### src/rtl/vbit_work_queue.sv
module vbit_work_queue #(
  parameter int DEPTH = 16,
  parameter int WIDTH = 64
) (
  input  logic             clk,
  input  logic             rst_n,
  input  logic             prod_push,
  input  logic [WIDTH-1:0] prod_data,
  output logic             prod_full,
  input  logic             cons_pop,
  output logic             cons_avail,
  output logic [WIDTH-1:0] cons_data,
  output logic             doorbell,
  output logic             pend,
  input  logic             pend_ack
);
  localparam int AW = (DEPTH > 1) ? $clog2(DEPTH) : 1;
  localparam logic [AW-1:0] LAST = AW'(DEPTH - 1);

  logic [WIDTH-1:0] slot_q [DEPTH];
  logic [DEPTH-1:0] vld_q;
  logic [AW-1:0]    wp_q, rp_q;
  logic             take_in, take_out;

  function automatic logic [AW-1:0] step(input logic [AW-1:0] p);
    return (p == LAST) ? '0 : p + AW'(1);
  endfunction

  assign prod_full  = vld_q[wp_q];
  assign cons_avail = vld_q[rp_q];
  assign cons_data  = slot_q[rp_q];
  assign take_in    = prod_push & ~prod_full;
  assign take_out   = cons_pop & cons_avail;

  always_ff @(posedge clk) begin
    if (take_in) slot_q[wp_q] <= prod_data;
  end

  always_ff @(posedge clk) begin
    if (!rst_n) begin
      vld_q <= '0;
      wp_q  <= '0;
      rp_q  <= '0;
    end else begin
      if (take_in) begin
        vld_q[wp_q] <= 1'b1;
        wp_q        <= step(wp_q);
      end
      if (take_out) begin
        vld_q[rp_q] <= 1'b0;
        rp_q        <= step(rp_q);
      end
    end
  end

  always_ff @(posedge clk) begin
    if (!rst_n) begin
      doorbell <= 1'b0;
      pend     <= 1'b0;
    end else begin
      doorbell <= take_in;
      if (take_in)       pend <= 1'b1;
      else if (pend_ack) pend <= 1'b0;
    end
  end


  push_then_avail_chk: assert property (@(posedge clk) disable iff (!rst_n)
    prod_push && !prod_full |=> cons_avail);

  full_push_hold_chk: assert property (@(posedge clk) disable iff (!rst_n)
    prod_push && prod_full && !cons_pop |=> $stable(wp_q) && !doorbell);

  full_implies_avail_chk: assert property (@(posedge clk) disable iff (!rst_n)
    prod_full |-> cons_avail);

  empty_all_clear_chk: assert property (@(posedge clk) disable iff (!rst_n)
    !cons_avail |-> vld_q == '0);

  doorbell_pend_chk: assert property (@(posedge clk) disable iff (!rst_n)
    doorbell |-> pend);

  pend_hold_chk: assert property (@(posedge clk) disable iff (!rst_n)
    pend && !pend_ack |=> pend);

  idle_pop_hold_chk: assert property (@(posedge clk) disable iff (!rst_n)
    !cons_avail && !prod_push |=> $stable(rp_q));
endmodule

### config.mk
export PLATFORM = sky130hd
export DESIGN_NAME = vbit_work_queue
export DESIGN_NICKNAME = d
export VERILOG_FILES = /design/src/rtl/vbit_work_queue.sv
export SDC_FILE = /design/constraint.sdc
export NUM_CORES = 1
export LEC_CHECK = 0
export ABC_CLOCK_PERIOD_IN_PS = 4400
export BUFFER_PORTS_ARGS = -buffer_cell sky130_fd_sc_hd__buf_4
export CORE_ASPECT_RATIO = 0.6
export CORE_MARGIN = 5
export CORE_UTILIZATION = 40
export DETAILED_ROUTE_END_ITERATION = 16
export PLACE_DENSITY = 0.57
export REMOVE_ABC_BUFFERS = 1
export SLEW_MARGIN = 10
export SYNTH_ARGS = -nofsm -noshare
export SYNTH_HDL_FRONTEND = slang
export SYNTH_SLANG_ARGS = --single-unit
### constraint.sdc
create_clock -name clk -period 4.4 [get_ports clk]
set_input_delay 0.22 -clock clk [delete_from_list [all_inputs] [get_ports clk]]
set_output_delay 0.22 -clock clk [all_outputs]
set_load 0.1 [all_outputs]
==> results of run 1 <==
## worst paths after layout
check	end	from	depth (start not counted)
max	cons_data[9]	register	4
min	pend$_SDFFE_PN0P_	pend_ack	4
max reg2reg	slot_q[15][11]$_DFFE_PP_	wp_q[1]$_SDFFE_PN0P_	5
min reg2reg	pend$_SDFFE_PN0P_	pend$_SDFFE_PN0P_	2
## synth_stat cells, drive strengths merged, types with 2 or more instances
master and count:
edfxtp 1024, mux4 322, buf 43, clkbuf 39
dfxtp 30, nor2 18, mux2i 17, nand2 17
o221a 13, nand2b 9, nand3 9, a21oi 8
ha 8, o21ai 8, inv 7, nand4 6
and2 5, a211oi 3, nor2b 3, a22oi 2
a31oi 2
## registers in the layout, summed over array words and instances, names as in the netlist, named ones only
signal and flops:
pend 1, wp_q 4, doorbell 1, rp_q 4, slot_q 1024, vld_q 16
## logic make-up after synthesis
group / Yosys count / share of synthesized area (%)
fa+ha+maj: 8 / 0.2503
mux: 339 / 18.56
simple gates: 71 / 1.054
buf+inv: 89 / 1.023
compound gates: 38 / 0.7320
flops: 1054 / 78.38
## critical path, delay by kind of cell, from the launching register on
family                 cells  cell delay (ns)
DFF                        1             0.98
buffers and inverters      2             0.63
muxes                      2             0.93
## through the flow
step,hold slack [ns],instance area (sq um)
after floorplan,0.3189,39610
after global placement,0.4873,43000
after detailed placement,0.4838,43000
after CTS,0.3083,46860
after global routing,0.3450,46860
final,0.3631,46870
## power by group through the flow
stage	registers, W	clock network [W]	logic [W]
global route	0.0114	0.00906	0.00370
detailed placement	0.0116	0	0.00352
global placement	0.0115	0	0.00351
CTS	0.0113	0.00863	0.00359
floorplan	0.0118	0	0.00280
finish	0.0113	0.00842	0.00351
## per-layer routing
layer	global-route usage, %	vias to the layer above	wire length, microns	part of all wire, %
met5	0	-	7	0.0077
met4	3.335	2	1621	1.8
met3	3.269	117	4777	5.3
met2	26.96	524	42910	47
met1	25.50	9932	41340	46
li1	-	7519	-	-
## cell type report
type | instances | area [sq um] | area share (%)
antenna | 4 | 10.01 | 0.02136
clock buffer | 108 | 2426 | 5.176
timing repair buffer | 257 | 2367 | 5.051
sequential | 1054 | 31370 | 66.92
clock inverter | 68 | 733.2 | 1.564
multi-input combinational | 456 | 8289 | 17.69
tap | 1319 | 1650 | 3.521
inverter | 7 | 26.28 | 0.05606
## repair_timing
item,4_1_cts,5_1_grt
hold endpoints to repair,1046,0
gates resized for setup,0,0
buffers inserted,0,0
hold buffers,70,0
==> flow_results.org, run 1 <==
** Run status
- The flow ran to the end, and the final reports show no timing, DRC or antenna violations.

** STA
- For this run, the top clock speed supported by timing is approximately 280 MHz.
- The final critical path takes up around four fifths of the cycle.
- In the final timing run, aggregate negative setup slack is 0 ns.
- Hold Violations, Final :: 0
- Slew at the pin closest to its max-slew limit :: between 1 and 1.5 ns
- The count of final max-slew check failures came to 0.
- For the final database, setup skew stands at ~0.020 ns.
- Worst-case setup margin in the final layout :: 0.8070 ns
- Final setup fails :: 0
- The worst pin sits at a relative slew slack of 29.68%.
- Shortest clock period the worst path allows after layout :: about 3.6 ns
- Setup repair after global routing left no endpoint under its margin.

** GRT
- Via count of the first global-routing pass :: around 19,000
- Global routing finished with a remaining overflow of 0.
- Maximum number of pins on one net before global-route repair :: 54
- Global routing used approximately 17% of the available tracks.
- The first global-routing pass estimated roughly 130,000 microns of wire.
- Antenna violations before repair :: 4

** Final layout
- From synthesis to final layout, the design area changed by 17.18%.
- In the layout the commonest cells are 1,024 x edfxtp_1, 322 x mux4_2, 166 x buf_4.
- NumNets Final :: approximately 1,900
- The post-route netlist has between 30% and 40% of its cells at a drive strength greater than 1.
- Fillcell total :: between 7,000 and 8,000
- Cells fill a little under half of the core in the end.
- Non-filler instance count after layout :: 3,273
- The library cell used most frequently in the layout, excluding fill and tap cells, is edfxtp_1.

** Worst setup path
- The worst setup path is of the reg2out kind.
- Cell-by-cell trace of the critical path :: buf_12 > mux4_2 > mux4_2 > buf_4
- Data arrival time of the critical path :: ~3.4 ns
- CP max-delay cell :: dfxtp_4
- The worst register-to-register path has a setup slack of about 1.2 ns.
- The most numerous cell type found on the critical path is mux4_2.
- Endpoint kind of the worst setup timing path :: output port
- The worst setup path is launched from a register.
- Data on the critical path is required at its endpoint by ~4.2 ns.
- On the worst path, the slowest cell contributes a delay of around 1 ns.
- CP Max Fanout :: 53

** Routing
- For this block, the via count after detailed routing is 18,090.
- Number of nets with antenna violations after routing :: 0
- Routed via count divided by cell count :: around 5.5
- After detailed routing, the number of remaining DRC violations is 0.
- The final layout contains routed wiring with a total length of between 90,000 and 100,000 microns.
- First-pass iteration count of the detailed router :: 5
- DRC violation total after the first TritonRoute iteration :: between 1,500 and 2,000
- DR WL/cell :: about 28 microns

** Yosys
- The most used flip-flop cell after synthesis is edfxtp_1.
- The average instance in the mapped netlist occupies 25.01 sq um.
- Synthesis inferred about 1,100 register bits.
- In this run, distinct cell masters in the synthesized netlist total 34.
- Gate count of the mapped netlist :: roughly 1,600
- The cell area that synthesis handed to floorplanning was 40,000 sq um.
- After synthesis, the cell types taking the most area are edfxtp_1 77%, mux4_2 18%, dfxtp_1 1.5%.
- Of all flip-flops after synthesis, the portion carrying an async set or reset was 0%.
- Counting flops with a built-in enable in the synthesized netlist gives slightly above 1,000.
- For this run, the number of Yosys warnings is 0.
- Dominant cell type by area after synthesis :: edfxtp_1
- In this run the biggest area consumer among cell types represents 76.88% of the synthesized area.
- Sequential elements use between 70% and 80% of the synthesized area.

** Pwr
- In this run the power density over the cells is ~500 nW/um^2.
- The worst-case IR drop observed on VDD is between 0.3 and 0.4 mV.
- Switching component of the power :: 0.006093 W
- The clock network burns 36.2% of the power.
- Flop pwr share :: just under 50%
- Combinational logic is responsible for 15.1% of the overall power.
- In this run switching power makes up roughly a quarter of total power.
- The internal portion of the total power is around 0.017 W.
- The design draws between 0.02 and 0.025 W.
- Leakage component of the power :: 14.22 nW

** Clock network
- Clock network latency to the later pin of the worst-skew pair :: approximately 0.70 ns
- CTS tree :: done
- CTS saw between 1,000 and 1,500 sinks.
- Total clock buffers created by CTS :: between 90 and 100
- Buffer levels on the longest clock path :: 3
- Cell at the root of the clock tree :: clkbuf_16
- The H-tree was split into 3 levels.
- CTS clk-pin slew, worst paths :: about 0.060 ns

** Floorplanning
- Die width :: around 420 microns
- The die covers 106,600 sq um.
- Number of top-level pins :: 137
- The floorplan step defined a core boundary enclosing around 100,000 sq um.
- Chip height :: around 250 microns
- The floorplan has slightly below 90 rows.
- Initial Util :: just over 40%

** Placement
- Count of buffers inserted at the top-level ports :: 136
- DP Worst Slack :: about 1.2 ns
- Once placement completed, the tool counted placed cells totaling roughly 3,000.
- Gpl congestion :: between 0.7 and 0.8
- Total half-perimeter wirelength after legalization and detailed placement :: 48,170 microns

** Min path
- The worst hold path belongs to the class in2reg.

** Flow run
- Across the run, the number of max-cap violations was 0.
No activity file was read; power rests on OpenSTA's default activity.
==> run 2, diff against run 1 <==
Settings changed: ABC_AREA from default to 1, ABC_CLOCK_PERIOD_IN_PS 4400 to 3000, PLACE_DENSITY 0.57 to 0.56.
Clock period 4.4 ns to 3 ns, I/O delays scaled along.
==> flow_results.org, run 2 <==
** STA
- Worst-case setup margin in the final layout :: 0.07487 ns (was 0.8070 ns)
- The worst clock skew is 0.02668 ns (was 0.01956 ns).
- The normalized max-slew margin came to 51.53% (was 29.68%).
- The number of endpoints with negative hold slack in the final report came to 0 (unchanged).
- Timing would allow up to ~340 MHz.
- Shortest clock period the worst path allows after layout :: 2.925 ns
- The transition time at the pin with the least slew margin came to 0.7271 ns (was 1.055 ns).
- The total of endpoints with negative setup slack in the final report was 0 (unchanged).
- The count of final max-slew check failures was 0 (unchanged).
- Unrepaired setup endpoints after global routing: yes (was no).
- Final cycle utilization of the critical path :: roughly 100%

** GRT
- Grt met3 use :: 3.245% (was 3.269%)
- The residual overflow from global routing is 0 (unchanged).
- The global routing met2 resource utilization is 28.36% (was 26.96%).
- The wire length of the first global-routing pass came to 163,700 microns (was 133,000 microns).
- The via count of the first global-routing pass came to 24,850 (was 18,960).
- Maximum number of pins on one net before global-route repair :: 133 (was 54)
- Antenna violations before repair :: 1 (was 4)
- Met1 usage :: 28.90% (was 25.50%)
- All-layer global routing usage :: 18.98% (was 17.14%)
- Most heavily used metal layer in global routing :: met1 (was met2)

** Floorplanning
- The number of core rows was 92 (was 89).
- The full die area was 113,100 sq um (was 106,600 sq um).
- Die width :: 430.8 microns (was 418.2 microns)
- The die height was 262.5 microns (was 254.9 microns).
- Core box area :: 105,200 sq um (was 98,770 sq um)
- The starting utilization of the core area is 40.39% (was 40.49%).
- Number of top-level pins :: 137 (unchanged)

** Placement
- DP Worst Slack :: 0.2570 ns (was 1.232 ns)
- Total half-perimeter wirelength after legalization and detailed placement :: 63,230 microns (was 48,170 microns)
- Count of buffers inserted at the top-level ports :: 136 (unchanged)
- Gpl congestion :: 0.8059 (was 0.7767)

** Clock network
- Cell at the root of the clock tree :: clkbuf_16 (unchanged)
- The sink count of the clock tree came to 1,054 (unchanged).
- The number of buffers on the longest clock path is 3 (unchanged).
- The clock insertion delay at the later pin of the skew report came to 0.69 ns (was 0.70 ns).
- CTS clk-pin slew, worst paths :: 0.07 ns (was 0.06 ns)
- The TritonCTS clock tree is done (unchanged).
- Total clock buffers created by CTS :: 96 (was 95)
- The maximum level of the CTS H-tree came to 3 (unchanged).

** Routing
- The number of antenna-violating nets in the routed design was 0 (unchanged).
- The wire length reported by the detailed router came to 110,100 microns (was 90,650 microns).
- Routed via count divided by cell count :: 5.352 (was 5.528)
- The initial DRC count is 2,281 (was 1,702).
- The remaining routing DRC violations was 0 (unchanged).
- The iteration count of the initial detailed-routing pass is 5 (unchanged).
- The via total after detailed routing was 25,230 (was 18,090).
- DR WL/cell :: 23.37 microns (was 27.70 microns)

** Worst setup path
- Startpoint of the worst register-to-register path :: wp_q[0]$_SDFFE_PN0P_ (was wp_q[1]$_SDFFE_PN0P_)
- The type of the worst setup path was reg2out (unchanged).
- Cell with the most instances on the worst path :: buf_12 (was mux4_2)
- The register-to-register setup slack is 0.38 ns (was 1.21 ns).
- Data arrival time of the critical path :: 2.78 ns (was 3.37 ns)
- Required time worst endpoint :: 2.85 ns (was 4.18 ns)
- Cell-by-cell trace of the critical path :: buf_12 > buf_12 > buf_12 > mux2i_1 > o211ai_1 > nand3_1 > nand2_1 > buf_4 (was buf_12 > mux4_2 > mux4_2 > buf_4)
- The count of cells along the worst register-to-register path is 10 (was 5).
- CP Max Fanout :: 35 (was 53)
- Crit path launch type :: register (unchanged)
- The highest cell delay on the worst timing path was 0.46 ns (was 0.98 ns).
- The capturing point of the worst reg2reg path was slot_q[13][3]$_DFFE_PP_ (was slot_q[15][11]$_DFFE_PP_).
- CP max-delay cell :: dfxtp_4 (unchanged)
- Endpoint kind of the worst setup timing path :: output port (unchanged)

** Min path
- Hold Path Sink :: slot_q[3][25]$_DFFE_PP_ (was pend$_SDFFE_PN0P_)
- The number of instances on the worst hold path is 2 (was 4).
- The startpoint of the worst hold path is prod_data[25] (was pend_ack).
- The path type of the worst min-delay path is in2reg (unchanged).

** Final layout
- Register containing the most flip-flops in the final layout :: slot_q (unchanged)
- Most common cell after layout, fill and taps aside :: edfxtp_1 (unchanged)
- Flip-flop count of the largest register, all copies and words added :: 1,024 (unchanged)
- Top library cells by usage in the layout, fill and taps aside: 1,024 x edfxtp_1, 305 x o21ai_0, 299 x inv_1 (was 1,024 x edfxtp_1, 322 x mux4_2, 166 x buf_4).
- The fill cell instance count of the final layout is 9,185 (was 7,945).
- Layout cell share with drive strength beyond 1 :: 12.20% (was 34.77%)
- Largest registers: slot_q: 1024 flops, vld_q: 16 flops (unchanged).
- NumNets Final :: 3,306 (was 1,948)
- The area growth from synthesis to layout is 16.84% (was 17.18%).

** Yosys
- The mean instance size in the synthesized netlist came to 14.10 sq um (was 25.01 sq um).
- The part of the Yosys area used for sequential elements was 73.78% (was 78.38%).
- Synthesis warning total :: 0 (unchanged)
- Post-Synthesis Cell Area :: 42,490 sq um (was 40,000 sq um)
- Most frequent cell after synthesis :: edfxtp_1 (unchanged)
- Unique cell type count in the Yosys netlist :: 24 (was 34)
- The flip-flop cell with the highest count after synthesis is edfxtp_1 (unchanged).
- The share of flip-flops with an asynchronous set or reset was 0% (unchanged).
- Fraction of synthesized cell area taken by the top area cell type :: 72.37% (was 76.88%)
- The number of synthesized flops with an enable pin is 1,024 (unchanged).
- The synthesized netlist cell count is 3,013 (was 1,599).
- List of most frequent post-synthesis cells: 1,024 x edfxtp_1, 316 x inv_1, 306 x o21ai_0, 267 x a21oi_1 (was 1,024 x edfxtp_1, 322 x mux4_2, 39 x clkbuf_1, 30 x dfxtp_1, 29 x buf_2).
- Cell types with the largest area share after synthesis: edfxtp_1 72%, mux2i_1 6.0%, o211ai_1 4.5% (was edfxtp_1 77%, mux4_2 18%, dfxtp_1 1.5%).
- Dominant cell type by area after synthesis :: edfxtp_1 (unchanged)
- Number of flip-flops and latches in the synthesized netlist :: 1,054 (unchanged)

** Pwr
- The power density normalized to cell area is 710.6 nW/um^2 (was 496.6 nW/um^2).
- The sum of internal, switching and leakage power came to 0.03528 W (was 0.02328 W).
- Leakage component of the power :: 16.59 nW (was 14.22 nW)
- The maximum VDD drop was 0.6113 mV (was 0.3396 mV).

** Run status
- Status: finished, final reports clean (unchanged).

** Flow run
- The number of max-cap violations came to 0 (unchanged).
run 2: changes by cell type in the layout (fill, tap and decap cells not counted), sizes merged, moves of 13 or more:
| cell | previous run | this run |
|---|---|---|
| o221a | 13 | 0 |
| a21oi | 8 | 267 |
| buf | 187 | 242 |
| inv | 12 | 318 |
| nand3 | 9 | 109 |
| clkbuf | 108 | 122 |
| nor2 | 18 | 53 |
| o21ai | 8 | 322 |
| o211ai | 1 | 256 |
| mux2i | 17 | 256 |
| mux4 | 322 | 0 |
| nand2 | 17 | 163 |
run 2: worst max path at each step:
stage | start | endpoint | slack, ns | cells past startpoint
after floorplan | register | cons_data[19] | -15.20 | 4
after global placement | wp_q[0]$_SDFFE_PN0P_ | slot_q[0][50]$_DFFE_PP_ | 0.15 | 10
after detailed placement | wp_q[0]$_SDFFE_PN0P_ | slot_q[13][19]$_DFFE_PP_ | 0.26 | 10
after CTS | register | cons_data[47] | 0.008 | 7
after global routing | register | cons_data[60] | -0.09 | 7
final | register | cons_data[50] | 0.07 | 8
run 2: cells by family after synthesis:
group	share of synthesized area [%]
flops	73.78
compound gates	11.46
buf+inv	5.141
simple gates	3.307
mux	6.031
fa+ha+maj	0.2356
xor+xnor	0.04123
run 2: where the power goes:
part	leakage (nW)	internal, W	switching, W
clock	1.42	0.00626	0.00541
sequential	9.48	0.0165	0.000103
combinational	5.69	0.00196	0.00505
run 2: timing repair:
action,4_1_cts,5_1_grt
resized for setup,4,10
buffers inserted,4,0
endpoints found under the setup margin,30,29
endpoints found under the hold margin,1054,0
hold buffers,70,0
gates cloned,0,2
run 2: worst max-delay path: cells and delay by family (launching register included):
family,cells,cell delay (ns)
flops,1,0.46
simple gates,2,0.16
mux,1,0.39
compound gates,1,0.12
buf+inv,4,0.93
run 2: through the flow:
stage,std cells,area [sq um],hold slack (ns),util [%],TNS (ns)
floorplan,2817,41510,0.2489,-,-985.79
global placement,4465,45890,0.4230,43.62,0
detailed placement,4465,45890,0.4397,43.62,0
CTS,4711,49550,0.2643,47.10,0
global route,4713,49640,0.3094,47.18,-0.3791
finish,4714,49650,0.3168,47.19,0
run 2: routing by layer:
metal  share of wire (%)  vias up
met5                   0        -
met4                 2.2        0
met3                 5.8      141
met2                  44      752
met1                  48    12720
li1                    -    11620
run 2: area by class of cell:
cell class / count / area, sq um / area share [%]
antenna: 1 / 2.502 / 0.005041
clock buffer: 120 / 2535 / 5.106
clock inverter: 52 / 380.4 / 0.7662
inverter: 321 / 1262 / 2.543
multi-input combinational: 1442 / 8959 / 18.05
sequential: 1054 / 31370 / 63.18
tap: 1410 / 1764 / 3.554
timing repair buffer: 314 / 3376 / 6.800
==> run 3, diff against run 2 <==
Settings changed: ABC_CLOCK_PERIOD_IN_PS 3000 to 3300, PLACE_DENSITY 0.56 to default.
Clock period 3 ns to 3.3 ns, I/O delays scaled along.
==> flow_results.org, run 3 (same netlist as run 2, synthesis figures left out) <==
** Run status
- Status: finished, final reports clean (unchanged).

** Routing
- Routed length on met2 :: 47,220 microns (was 48,490 microns)
- The via total after detailed routing is 24,970 (was 25,230).
- The iteration count of the initial detailed-routing pass is 5 (unchanged).
- Routed via count divided by cell count :: 5.302 (was 5.352)
- The sum of routed wire segments on met1 was 50,550 microns (was 52,920 microns).
- The remaining routing DRC violations is 0 (unchanged).
- DRC violation total after the first TritonRoute iteration :: 2,571 (was 2,281)
- Uppermost layer routed :: met5 (was met4)
- Post-detailed-routing wire length :: 105,800 microns (was 110,100 microns)
- The number of antenna-violating nets in the routed design is 0 (unchanged).
- Met3 wire length :: 6157 microns (was 6355 microns)
- DR WL/cell :: 22.46 microns (was 23.37 microns)

** Final layout
- Top library cells by usage in the layout, fill and taps aside :: 1,024 x edfxtp_1, 306 x o21ai_0, 299 x inv_1 (was 1,024 x edfxtp_1, 305 x o21ai_0, 299 x inv_1)
- The total area of sequential cells was 31,370 sq um (about the same).
- Flip-flop count of the largest register, all copies and words added :: 1,024 (unchanged)
- Area added between synthesis and finish :: 16.60% (was 16.84%)
- Register containing the most flip-flops in the final layout :: slot_q (unchanged)
- Layout cell share with drive strength beyond 1 :: 12.01% (was 12.20%)
- The net total in the final layout was 3,296 (was 3,306).
- Final standard cell utilization of the core :: 47.09% (was 47.19%)
- Area of the multi-input gates :: 8955 sq um (was 8959 sq um)
- Largest registers :: slot_q: 1024 flops, vld_q: 16 flops (unchanged)
- Fillcell total :: 9,172 (was 9,185)
- Most common cell after layout, fill and taps aside :: edfxtp_1 (unchanged)

** Worst setup path
- Required time worst endpoint :: 3.13 ns (was 2.85 ns)
- The type of the worst setup path is reg2out (unchanged).
- Cell with the most instances on the worst path :: buf_12 (unchanged)
- The largest delay contributor family on the critical path is buffers and inverters (unchanged).
- Cells on worst reg2reg path :: 10 (unchanged)
- Number of logic stages on the critical path including buffering :: 8 (unchanged)
- Data arrival time of the critical path :: 2.88 ns (was 2.78 ns)
- Buffers & Inverters on Critical Path :: 3 (was 4)
- Slowest Stage Delay on Critical Path :: 0.62 ns (was 0.46 ns)
- The biggest fanout along the worst timing path was 43 (was 35).
- Cell-by-cell trace of the critical path :: buf_12 > buf_12 > a21oi_1 > o21ai_0 > o21ai_1 > o211ai_1 > nand2_1 > buf_4 (was buf_12 > buf_12 > buf_12 > mux2i_1 > o211ai_1 > nand3_1 > nand2_1 > buf_4)
- The element type at the critical path start was a register (unchanged).
- CP max-delay cell :: dfxtp_4 (unchanged)
- Endpoint kind of the worst setup timing path :: output port (unchanged)

** GRT
- The number of antenna violations at the first check in global routing was 3 (was 1).
- First-pass GRT wire length :: 158,100 microns (was 163,700 microns)
- Gr ovfl total :: 0 (unchanged)
- The via count of the first global-routing pass was 23,900 (was 24,850).
- All-layer global routing usage :: 18.26% (was 18.98%)
- Maximum number of pins on one net before global-route repair :: 126 (was 133)

** Pwr
- The static leakage was 16.57 nW (was 16.59 nW).
- The clock power share was 33.9% (was 33.1%).
- Power density of the placed cells :: 652.8 nW/um^2 (was 710.6 nW/um^2)
- Flop pwr share :: 46.7% (was 47.1%)
- The maximum VDD drop was 0.4683 mV (was 0.6113 mV).
- The portion of total power attributed to combinational logic came to 19.4% (was 19.9%).
- The cell-internal power came to 0.02276 W (was 0.02472 W).
- Switching component of the power :: 0.009586 W (was 0.01056 W)
- Switch share :: 29.64% (was 29.93%)

** Clock network
- Buffer levels on the longest clock path :: 3 (unchanged)
- CTS clk-pin slew, worst paths :: 0.07 ns (about the same)
- CTS tree :: done (unchanged)
- The sink count of the clock tree came to 1,054 (unchanged).
- The clock insertion delay at the later pin of the skew report was 0.69 ns (about the same).
- Total number of H-tree levels :: 3 (unchanged)
- Total clock buffers created by CTS :: 93 (was 96)
- The count of instances resized after the clock tree is built came to 0 (was 4).
- The root buffer cell is clkbuf_16 (unchanged).

** Min path
- The number of instances on the worst hold path came to 2 (unchanged).
- The path type of the worst min-delay path was in2reg (unchanged).

** STA
- Count of pins over their slew limit :: 0 (unchanged)
- Max Freq :: 328.8 MHz
- Final setup fails :: 0 (unchanged)
- Unrepaired setup endpoints after global routing: no (was yes).
- Post-route clock skew :: 0.02156 ns (was 0.02668 ns)
- The clock period could shrink to between 3 and 4 ns.
- Dividing the final minimum period by the clock period gives between 90% and 100%.
- Normalized max-slew margin :: 42.81% (was 51.53%)
- The transition time at the pin with the least slew margin came to 0.8488 ns (was 0.7271 ns).
- The number of endpoints with negative hold slack in the final report was 0 (unchanged).
- The worst setup slack after layout was 0.2585 ns (was 0.07487 ns).

** Floorplanning
- Full die area :: 113,100 sq um (unchanged)
- Initial Util :: 40.39% (unchanged)
- The area inside the core boundary was 105,200 sq um (unchanged).
- Number of top-level pins :: 137 (unchanged)
- The die height was 262.5 microns (unchanged).
- The number of core rows came to 92 (unchanged).
- The horizontal die dimension came to 430.8 microns (unchanged).

** Placement
- Total half-perimeter wirelength after legalization and detailed placement :: 60,360 microns (was 63,230 microns)
- Gpl congestion :: 0.9023 (was 0.8059)
- Count of buffers inserted at the top-level ports :: 136 (unchanged)
- DP Worst Slack :: 0.4897 ns (was 0.2570 ns)

** Flow run
- The number of max-cap violations was 0 (unchanged).
[run 3: cell count changes in the layout (fill, tap and decap cells not counted), moves of 2 or more]
| cell | before | now |
|---|---|---|
| clkbuf_1 | 22 | 11 |
| clkinv_1 | 21 | 32 |
| buf_4 | 175 | 184 |
| buf_12 | 58 | 52 |
| buf_6 | 6 | 0 |
| bufinv_16 | 3 | 9 |
| clkbuf_16 | 100 | 94 |
| clkbuf_8 | 0 | 3 |
| clkinv_2 | 21 | 18 |
| clkinvlp_4 | 5 | 2 |
| inv_4 | 16 | 18 |
[run 3: power by group through the flow]
stage	Combinational, W	Clock (W)	Sequential (W)
floorplan	0.00365	0	0.0157
global placement	0.00618	0	0.0154
detailed placement	0.00619	0	0.0154
CTS	0.00631	0.0112	0.0151
global route	0.00670	0.0118	0.0151
finish	0.00628	0.0110	0.0151
[run 3: per-layer routing]
metal	vias up	GRT usage, %
li1	11600	-
met1	12450	28.30
met2	792	27.36
met3	118	3.034
met4	2	3.249
met5	-	0
[run 3: cell type report]
class,instances,share of cell area (%)
tap,1410,3.561
sequential,1054,63.31
antenna,2,0.01010
multi-input combinational,1442,18.08
timing repair buffer,307,6.395
clock inverter,65,1.197
clock buffer,108,4.915
inverter,321,2.538
[run 3: path summary, 6_finish.rpt]
check             slack [ns]                 endpoint            startpoint
hold reg to reg         0.54     wp_q[3]$_SDFFE_PN0P_  wp_q[3]$_SDFFE_PN0P_
hold / removal          0.34  slot_q[3][14]$_DFFE_PP_         prod_data[14]
setup / recovery        0.26            cons_data[37]              register
setup reg to reg        0.45  slot_q[1][35]$_DFFE_PP_  wp_q[0]$_SDFFE_PN0P_
[run 3: through the flow]
step,hold WS [ns],instance area [sq um],setup TNS (ns),instances,total power (W)
5_1_grt,0.3171,49540,0,4708,0.03356
3_5_place_dp,0.4548,45760,0,4463,0.02159
4_1_cts,0.2895,49510,0,4706,0.03259
6_report,0.3353,49540,0,4709,0.03234
2_1_floorplan,0.2639,41510,-952.72,2817,0.01932
3_3_place_gp,0.4442,45760,0,4463,0.02158
[run 3: repair_timing]
action,in CTS,in global routing
setup buffers,1,1
endpoints found under the setup margin,1,1
endpoints found under the hold margin,1054,0
hold buffers,69,0
